==> config.mk <==
export PLATFORM = sky130hd
export DESIGN_NAME = bus_xfer_master
export DESIGN_NICKNAME = d
export VERILOG_FILES = /design/src/rtl/bxm_pkg.sv /design/src/rtl/bxm_sync.sv /design/src/rtl/bxm_timer.sv /design/src/rtl/bxm_fsm.sv /design/src/rtl/bus_xfer_master.sv
export SDC_FILE = /design/constraint.sdc
export NUM_CORES = 1
export LEC_CHECK = 0
export CAP_MARGIN = 10
export CORE_ASPECT_RATIO = 1.75
export CORE_MARGIN = 2
export CORE_UTILIZATION = 45
export CTS_CLUSTER_DIAMETER = 100
export CTS_CLUSTER_SIZE = 30
export DETAILED_ROUTE_END_ITERATION = 12
export PLACE_DENSITY_LB_ADDON = 0.25
export SETUP_SLACK_MARGIN = 0.1
export SLEW_MARGIN = 20
export SYNTH_ARGS = -nofsm -noshare
export SYNTH_HDL_FRONTEND = slang
export SYNTH_HIERARCHICAL = 1
export SYNTH_SLANG_ARGS = --single-unit
==> constraint.sdc <==
create_clock -name clk -period 3.3 [get_ports clk]
set_clock_uncertainty 0.05 [all_clocks]
set_input_delay 0.66 -clock clk [delete_from_list [all_inputs] [get_ports clk]]
set_output_delay 0.66 -clock clk [all_outputs]
set_load 0.1 [all_outputs]
==> src/rtl/bxm_pkg.sv <==
package bxm_pkg;

    localparam int BXM_ADDR_W = 18;
    localparam int BXM_DATA_W = 16;
    localparam int BXM_CTL_W  = 2;

    typedef enum logic [2:0] {
        ST_IDLE,
        ST_SETUP,
        ST_STROBE,
        ST_SETTLE,
        ST_RELEASE,
        ST_FINISH,
        ST_FAULT
    } bxm_state_e;

endpackage

==> src/rtl/bxm_sync.sv <==
module bxm_sync #(
    parameter int STAGES = 2
) (
    input  logic clk,
    input  logic rst_n,
    input  logic async_i,
    output logic sync_o
);

    logic [STAGES-1:0] chain_q;

    generate
        if (STAGES == 1) begin : g_single
            always_ff @(posedge clk or negedge rst_n) begin
                if (!rst_n) chain_q <= '0;
                else        chain_q <= async_i;
            end
        end else begin : g_multi
            always_ff @(posedge clk or negedge rst_n) begin
                if (!rst_n) chain_q <= '0;
                else        chain_q <= {chain_q[STAGES-2:0], async_i};
            end
        end
    endgenerate

    assign sync_o = chain_q[STAGES-1];

endmodule

==> src/rtl/bxm_timer.sv <==
module bxm_timer #(
    parameter int SHORT_CYC = 16,
    parameter int LONG_CYC  = 1024
) (
    input  logic clk,
    input  logic rst_n,
    input  logic load,
    input  logic sel_long,
    output logic expired
);

    localparam int MAX_CYC = (SHORT_CYC > LONG_CYC) ? SHORT_CYC : LONG_CYC;
    localparam int CNT_W   = $clog2(MAX_CYC + 1);
    localparam logic [CNT_W-1:0] SHORT_LD = CNT_W'(SHORT_CYC - 1);
    localparam logic [CNT_W-1:0] LONG_LD  = CNT_W'(LONG_CYC - 1);

    logic [CNT_W-1:0] cnt_q;

    always_ff @(posedge clk or negedge rst_n) begin
        if (!rst_n) begin
            cnt_q <= '0;
        end else if (load) begin
            cnt_q <= sel_long ? LONG_LD : SHORT_LD;
        end else if (cnt_q != '0) begin
            cnt_q <= cnt_q - 1'b1;
        end
    end

    assign expired = (cnt_q == '0);

endmodule

==> src/rtl/bxm_fsm.sv <==
module bxm_fsm
    import bxm_pkg::*;
(
    input  logic       clk,
    input  logic       rst_n,
    input  logic       req,
    input  logic       ack,
    input  logic       tmr_expired,
    output logic       tmr_load,
    output logic       tmr_long,
    output logic       accept,
    output logic       capture,
    output logic       drive,
    output logic       strobe,
    output logic       busy,
    output logic       done,
    output logic       fault
);

    bxm_state_e state_q, state_d;

    always_ff @(posedge clk or negedge rst_n) begin
        if (!rst_n) state_q <= ST_IDLE;
        else        state_q <= state_d;
    end

    always_comb begin
        state_d  = state_q;
        tmr_load = 1'b0;
        tmr_long = 1'b0;
        unique case (state_q)
            ST_IDLE: begin
                if (req) begin
                    state_d  = ST_SETUP;
                    tmr_load = 1'b1;
                end
            end
            ST_SETUP: begin
                if (tmr_expired) begin
                    state_d  = ST_STROBE;
                    tmr_load = 1'b1;
                    tmr_long = 1'b1;
                end
            end
            ST_STROBE: begin
                if (ack) begin
                    state_d  = ST_SETTLE;
                    tmr_load = 1'b1;
                end else if (tmr_expired) begin
                    state_d  = ST_FAULT;
                end
            end
            ST_SETTLE: begin
                if (tmr_expired) begin
                    state_d  = ST_RELEASE;
                    tmr_load = 1'b1;
                    tmr_long = 1'b1;
                end
            end
            ST_RELEASE: begin
                if (!ack) begin
                    state_d = ST_FINISH;
                end else if (tmr_expired) begin
                    state_d = ST_FAULT;
                end
            end
            ST_FINISH: state_d = ST_IDLE;
            ST_FAULT:  state_d = ST_IDLE;
            default:   state_d = ST_IDLE;
        endcase
    end

    always_comb begin
        accept  = (state_q == ST_IDLE) && req;
        capture = (state_q == ST_SETTLE) && tmr_expired;
        drive   = (state_q == ST_SETUP) || (state_q == ST_STROBE) ||
                  (state_q == ST_SETTLE) || (state_q == ST_RELEASE);
        strobe  = (state_q == ST_STROBE) || (state_q == ST_SETTLE);
        busy    = (state_q != ST_IDLE);
        done    = (state_q == ST_FINISH);
        fault   = (state_q == ST_FAULT);
    end

endmodule

==> src/rtl/bus_xfer_master.sv <==
module bus_xfer_master
    import bxm_pkg::*;
#(
    parameter int ADDR_W      = BXM_ADDR_W,
    parameter int DATA_W      = BXM_DATA_W,
    parameter int CTL_W       = BXM_CTL_W,
    parameter int DESKEW_CYC  = 16,
    parameter int TIMEOUT_CYC = 1024,
    parameter int SYNC_STAGES = 2
) (
    input  logic              clk,
    input  logic              rst_n,
    input  logic              req_i,
    input  logic [ADDR_W-1:0] req_addr,
    input  logic [CTL_W-1:0]  req_ctl,
    input  logic [DATA_W-1:0] req_wdata,
    output logic              busy,
    output logic              done,
    output logic              bus_err,
    output logic [DATA_W-1:0] rd_data,
    output logic [ADDR_W-1:0] bus_addr_n,
    output logic [CTL_W-1:0]  bus_ctl_n,
    output logic [DATA_W-1:0] bus_dout_n,
    output logic              bus_dout_en,
    input  logic [DATA_W-1:0] bus_din_n,
    output logic              bus_msync_n,
    input  logic              bus_ssync_n
);

    localparam int WR_BIT = CTL_W - 1;

    logic              ssyn_s;
    logic              tmr_load, tmr_long, tmr_expired;
    logic              accept, capture, drive, strobe;
    logic [ADDR_W-1:0] addr_q;
    logic [CTL_W-1:0]  ctl_q;
    logic [DATA_W-1:0] wdata_q;
    logic [DATA_W-1:0] rdata_q;

    bxm_sync #(.STAGES(SYNC_STAGES)) i_ack_sync (
        .clk     (clk),
        .rst_n   (rst_n),
        .async_i (~bus_ssync_n),
        .sync_o  (ssyn_s)
    );

    bxm_timer #(.SHORT_CYC(DESKEW_CYC), .LONG_CYC(TIMEOUT_CYC)) i_timer (
        .clk      (clk),
        .rst_n    (rst_n),
        .load     (tmr_load),
        .sel_long (tmr_long),
        .expired  (tmr_expired)
    );

    bxm_fsm i_fsm (
        .clk         (clk),
        .rst_n       (rst_n),
        .req         (req_i),
        .ack         (ssyn_s),
        .tmr_expired (tmr_expired),
        .tmr_load    (tmr_load),
        .tmr_long    (tmr_long),
        .accept      (accept),
        .capture     (capture),
        .drive       (drive),
        .strobe      (strobe),
        .busy        (busy),
        .done        (done),
        .fault       (bus_err)
    );

    always_ff @(posedge clk or negedge rst_n) begin
        if (!rst_n) begin
            addr_q  <= '0;
            ctl_q   <= '0;
            wdata_q <= '0;
        end else if (accept) begin
            addr_q  <= req_addr;
            ctl_q   <= req_ctl;
            wdata_q <= req_wdata;
        end
    end

    always_ff @(posedge clk or negedge rst_n) begin
        if (!rst_n) begin
            rdata_q <= '0;
        end else if (capture && !ctl_q[WR_BIT]) begin
            rdata_q <= ~bus_din_n;
        end
    end

    assign rd_data     = rdata_q;
    assign bus_addr_n  = drive ? ~addr_q : '1;
    assign bus_ctl_n   = drive ? ~ctl_q  : '1;
    assign bus_dout_en = drive && ctl_q[WR_BIT];
    assign bus_dout_n  = bus_dout_en ? ~wdata_q : '1;
    assign bus_msync_n = ~strobe;

endmodule

# Word level (Yosys, flattened, before mapping)

Cells that the tools add are included.

Register bits: 68
Latch bits: 0
Memory bits (writable): 0
ROM bits: 0
Input bits: 56
Logic and storage cells: 57
Memories kept: 0

$add $sub $neg: 1
Multipliers: 0
Div/mod/pow operators: 0
Magnitude comparators: 0
Eq/ne operators: 9
Shifts and indexed selects: 0
Multiplexer cells: 18
Bitwise logic cells: 6
Reduce and logical (&&, ||, !) cells: 16

Operator list:

| operator                                                              | number |
|---|---|
| 16-bit NOT                                                            | 2 |
| 11-bit 2-to-1 mux                                                     | 2 |
| 18-bit 2-to-1 mux                                                     | 1 |
| 3-bit 2-to-1 mux                                                      | 6 |
| 18-bit NOT                                                            | 1 |
| 16-bit 2-to-1 mux                                                     | 1 |
| 3-bit one-hot mux with 5 select lines                                 | 1 |
| 11-bit zero test                                                      | 1 |
| 11-bit nonzero test                                                   | 1 |
| 11-bit by 1-bit subtractor with 11-bit output (second input constant) | 1 |
| 10-bit 2-to-1 mux                                                     | 1 |
| 3-bit == test (second input constant)                                 | 3 |
| 3-bit by 2-bit == test with 1-bit output (second input constant)      | 2 |
| 1-bit logical AND                                                     | 4 |
| 1-bit logical OR                                                      | 4 |
| 1-bit 2-to-1 mux                                                      | 4 |
| 2-bit by 1-bit != test with 1-bit output (second input constant)      | 2 |
| 3-bit by 1-bit == test with 1-bit output (second input constant)      | 1 |
| 3-bit zero test                                                       | 1 |
| 1-bit one-hot mux with 3 select lines                                 | 1 |
| 3-bit AND reduction                                                   | 1 |
| 3-bit nonzero test                                                    | 1 |
| 2-bit 2-to-1 mux                                                      | 1 |
| 2-bit != test (second input constant)                                 | 1 |
| 5 further kinds                                                       | 6 |

# Logic depth before layout (Yosys ltp)

Depth in word-level cells: 6
Gate-level depth with buffers: 11
Depth with buffers taken out: 11

# Hierarchy

Netlist, hierarchy kept.

Modules (own cells, without submodules):

| module          | times used | cells an instance | area each (um^2) |
|---|---|---|---|
| bus_xfer_master | 1          | 169               | 2189.6 |
| bxm_timer       | 1          | 55                | 591.8 |
| bxm_fsm         | 1          | 34                | 280.3 |
| bxm_sync        | 1          | 2                 | 50.0 |

# Worst setup path after synthesis

No wires, ideal clock.

Path kind: reg2out
Start: register i_fsm.state_q[1]
End: output port bus_dout_n[10]
Arrival time: 3.425 ns
Required time: 2.590 ns
Slack: -0.835 ns
Stages on the path, launching flop included: 8
Buffers on the path: 2
Cells stage by stage: dfrtp_1 buf_6 or3_4 and2_1 nand2_1 clkinv_1 buf_2 nand2_1

Word-level cells in the longest chain between the ends: 6
Elaborated cells between the ends (all ways): 9
Those cells by class: 4 x eq/ne; 1 x mux; 4 x reduce/logical

Ends and longest elaborated chain:

| what                                                                                                        | RTL line              | source |
|---|---|---|
| start: declaration                                                                                          | bxm_fsm.sv:20         | `bxm_state_e state_q, state_d;` |
| start signal: assignment                                                                                    | bxm_fsm.sv:24         | `else state_q <= state_d;` |
| 3-bit by 1-bit == test with 1-bit output / 3-bit by 2-bit == test with 1-bit output (equally long branches) | bxm_fsm.sv:76         | `drive = (state_q == ST_SETUP) \|\| (state_q == ST_STROBE) \|\|` |
| 1-bit logical OR (2 in series)                                                                              | bxm_fsm.sv:76         |  |
| 1-bit logical OR *                                                                                          | bxm_fsm.sv:77         | `(state_q == ST_SETTLE) \|\| (state_q == ST_RELEASE);` |
| net drive                                                                                                   | bus_xfer_master.sv:34 | `logic accept, capture, drive, strobe;` |
| 1-bit logical AND *                                                                                         | bus_xfer_master.sv:95 | `assign bus_dout_en = drive && ctl_q[WR_BIT];` |
| net bus_dout_en                                                                                             | bus_xfer_master.sv:24 | `output logic bus_dout_en,` |
| 16-bit 2-to-1 mux *                                                                                         | bus_xfer_master.sv:96 | `assign bus_dout_n = bus_dout_en ? ~wdata_q : '1;` |
| end: declaration                                                                                            | bus_xfer_master.sv:23 | `output logic [DATA_W-1:0] bus_dout_n,` |

The timed path passes the listed nets; every way through them passes the cells marked *.

# Worst setup path in the final report

Start: register i_fsm.state_q[2]
End: output port bus_dout_n[14]

Word-level cells in the longest chain between the ends: 6
Elaborated cells between the ends (all ways): 9
Those cells by class: 4 x eq/ne; 1 x mux; 4 x reduce/logical

Ends and longest elaborated chain:

| what                                                                                                        | RTL line |
|---|---|
| 3-bit by 1-bit == test with 1-bit output / 3-bit by 2-bit == test with 1-bit output (equally long branches) | bxm_fsm.sv:76 |
| 1-bit logical OR (2 in series)                                                                              | bxm_fsm.sv:76 |
| 1-bit logical OR *                                                                                          | bxm_fsm.sv:77 |
| net drive                                                                                                   | bus_xfer_master.sv:34 |
| 1-bit logical AND *                                                                                         | bus_xfer_master.sv:95 |
| 16-bit 2-to-1 mux *                                                                                         | bus_xfer_master.sv:96 |

Marks and branches as above.

==> flow_metrics.py <==
metrics = {
    "place": {
        "gp_congestion": 0.822,
        "portBuffers": 112,
        "postPlaceCellArea_um2": 4680,
        "dp_hpwl_mm": 5.71,
    },
    "synthesis": {
        "synth_edf_count": 0,
        "synthCells": 260,
        "netlist_area_um2": 3110,
        "syn_nets": 317,
        "yosysWarnings": 6,
        "synth-main-ff-cell": "dfrtp_1",
        "ys_async_sr_fraction_pct": 100,
        "yosysUniqueCellTypes": 42,
        "synthTopCellsByArea": "dfrtp_1 55%, mux2_2 12%, mux2i_1 6.1%",
        "synth-seq-cells": 68,
        "avgSynthCellArea_um2": 12.0,
        "yosys.area.top_type": "dfrtp_1",
        "yosysTopAreaCellShare_pct": 54.7,
        "synth_seq_area_share_pct": 54.7,
    },
    "global_route": {
        "antenna_found_initial": 0,
        "overflow": 0,
        "grt_pass1_wl_mm": 12.6,
        "grt_max_degree": 43,
        "grt_usage_pct": 23.0,
        "grt_pass1_vias": 2570,
    },
    "die": {
        "core_area_um2": 6810,
        "io_pins": 113,
        "dieArea_um2": 7620,
        "dieHeight_um": 114,
        "die_w_um": 66.9,
        "initial_core_util_pct": 45.7,
        "rows": 40,
    },
    "critical_path": {
        "crit_path_end": "bus_dout_n[14]",
        "critPathBufInv": 4,
        "rrSetupSlack_ns": 0.59,
        "crit_family": "simple AND/OR/NAND/NOR gates",
        "setup.worst_path.start_class": "register",
        "r2r_start": "i_timer/cnt_q[0]$_DFFE_PN0P_",
        "crit_path_start": "i_fsm/state_q[2]$_DFFE_PN0P_",
        "cp_cell_sequence": "buf_4 > or3_4 > and2_1 > nand2_4 > clkinv_1 > buf_4 > nand2_1 > buf_12",
        "critPathMostFrequentCell": "buf_4",
        "path_max_fanout": 17,
        "cp.arrival_ns": 2.18,
        "worst-setup-path-type": "reg2out",
        "worst-path-stages": 8,
        "worstPathRequired_ns": 2.59,
        "max_stage_delay_ns": 0.37,
        "r2r_end": "i_timer/cnt_q[5]$_DFFE_PN0P_",
        "crit_path_end_kind": "primary output",
        "ff2ff_path_depth": 12,
        "crit_slowest_cell": "dfrtp_1",
    },
    "sta": {
        "post-route-min-period_ns": 2.89,
        "hold_slack_ns": 0.295,
        "tightestPinTransition_ns": 0.641,
        "rsz0062_at_grt": "false",
        "setup_viol": 0,
        "hold_violations": 0,
        "final_max_slew_viol_count": 0,
        "slew_headroom_pct": 57.3,
        "clock.fmax_ghz": 0.346,
        "period_share_pct": 87.7,
        "fin_setup_tns_ns": 0,
    },
    "job": {
        "maxCapViolations": 0,
    },
    "detailed_routing": {
        "first_pass_iters": 4,
        "wl_per_cell_um": 16.7,
        "routed_wirelength_mm": 7.80,
        "route.detailed.drc": 0,
        "drtIter0Drc": 110,
        "vias_per_cell": 5.04,
        "drtAntennaViolNets": 0,
        "vias": 2355,
    },
    "clock_tree": {
        "clkLatencyLatePin_ns": 0.33,
        "cts_root_buffer": "clkbuf_16",
        "cts_buffers": 9,
        "cts_tree": "done",
        "cts_num_sinks": 68,
        "ctsHoldBuffers": 0,
        "htreeDepth": 3,
        "cts_buffer_depth": 2,
        "post_cts_resized": 0,
        "clk_pin_slew_worst_paths_ns": 0.05,
        "post_cts_buffers": 0,
    },
    "finish": {
        "layout.cells.most_common": "dfrtp_1",
        "drive_gt1_share_pct": 34.7,
        "nNetsFinal": 435,
        "syn2layout_area_growth_pct": 60.0,
        "fin_area_um2": 4980,
        "n_antenna_cell": 0,
        "final_cell_mix": "68 x dfrtp_1, 54 x clkdlybuf4s50_1, 38 x buf_12",
    },
    "worst_hold_path": {
        "min_from": "i_ack_sync/chain_q[0]$_DFF_PN0_",
        "hp-class": "reg2reg",
    },
    "status": {
        "outcome": "completed",
    },
}
## worst register-to-register path, stage by stage, from the launching register on
cell      delay (ns)
dfrtp_1         0.40
inv_1           0.10
ha_1            0.19
nor3b_1         0.33
nand2b_1        0.16
nor4_1          0.30
buf_4           0.20
nand2_1         0.09
o21a_1          0.13
nor2_1          0.20
nand2_1         0.18
a21boi_0        0.18
o41ai_1         0.08
## cells in the mapped netlist, types with 2 or more instances
cell       n
a21oi_1    2
buf_2      4
buf_6      7
dfrtp_1   68
inv_1     25
mux2_2    33
mux2_4     3
mux2i_1   19
nand2_1   38
nand2b_1   3
nand2b_4   2
nor2_1     6
nor3_1     2
nor3b_1    3
nor4_1     2
o21ai_0    8
o31ai_1    2
o41ai_1    2
or2_2      2
or3_1      2
or3b_1     2
xnor2_1    3
xor2_1     3
## worst min path at each step
stage / to / cells after the start
6_report: i_ack_sync/chain_q[1]$_DFF_PN0_ / 0
5_1_grt: i_ack_sync/chain_q[1]$_DFF_PN0_ / 0
4_1_cts: i_ack_sync/chain_q[1]$_DFF_PN0_ / 0
3_5_place_dp: i_ack_sync/chain_q[1]$_DFF_PN0_ / 0
3_3_place_gp: i_ack_sync/chain_q[1]$_DFF_PN0_ / 0
2_1_floorplan: i_ack_sync/chain_q[1]$_DFF_PN0_ / 0
## cell type report
cell class,instances,area [um^2]
clock buffer,15,268
clock inverter,1,30.0
fill,481,1830
inverter,26,97.6
multi-input combinational,154,1280
sequential,68,1700
tap,84,105
timing repair buffer,119,1500
## flip-flops by register name (all words and copies together), names as in the netlist
register / count
rd_data: 16
wdata_q: 16
ctl_q: 2
i_fsm/state_q: 3
i_timer/cnt_q: 11
i_ack_sync/chain_q: 2
addr_q: 18
## logic make-up (layout without fill, tap and decap cells)
| logic type | Yosys count | count (layout) | share of synthesized area (%) |
|---|---|---|---|
| and+or+nand+nor | 74 | 74 | 13.2 |
| DFF | 68 | 68 | 54.7 |
| muxes | 55 | 55 | 19.5 |
| buffers and inverters | 38 | 161 | 6.96 |
| AOI/OAI and AO/OA | 18 | 18 | 3.54 |
| xor gates and xnor gates | 6 | 6 | 1.69 |
| adders and majority gates | 1 | 1 | 0.402 |
## per-layer routing
metal,vias up,GRT usage (%),wire [um]
li1,1106,-,-
met4,0,12.4,314
met1,1151,21.9,2480
met2,75,43.2,4620
met3,23,5.42,391
met5,-,0,0
## per-stage QoR
step	setup WS, ns	cells	utilization (%)
6_report	0.406	467	73.2
3_3_place_gp	0.630	451	68.8
2_1_floorplan	0.157	260	-
3_5_place_dp	0.620	451	68.8
5_1_grt	0.290	467	73.2
4_1_cts	0.388	467	73.2
Power is not shown: default switching activity piles up to over one toggle a cycle in this logic, so the estimate is an artifact.
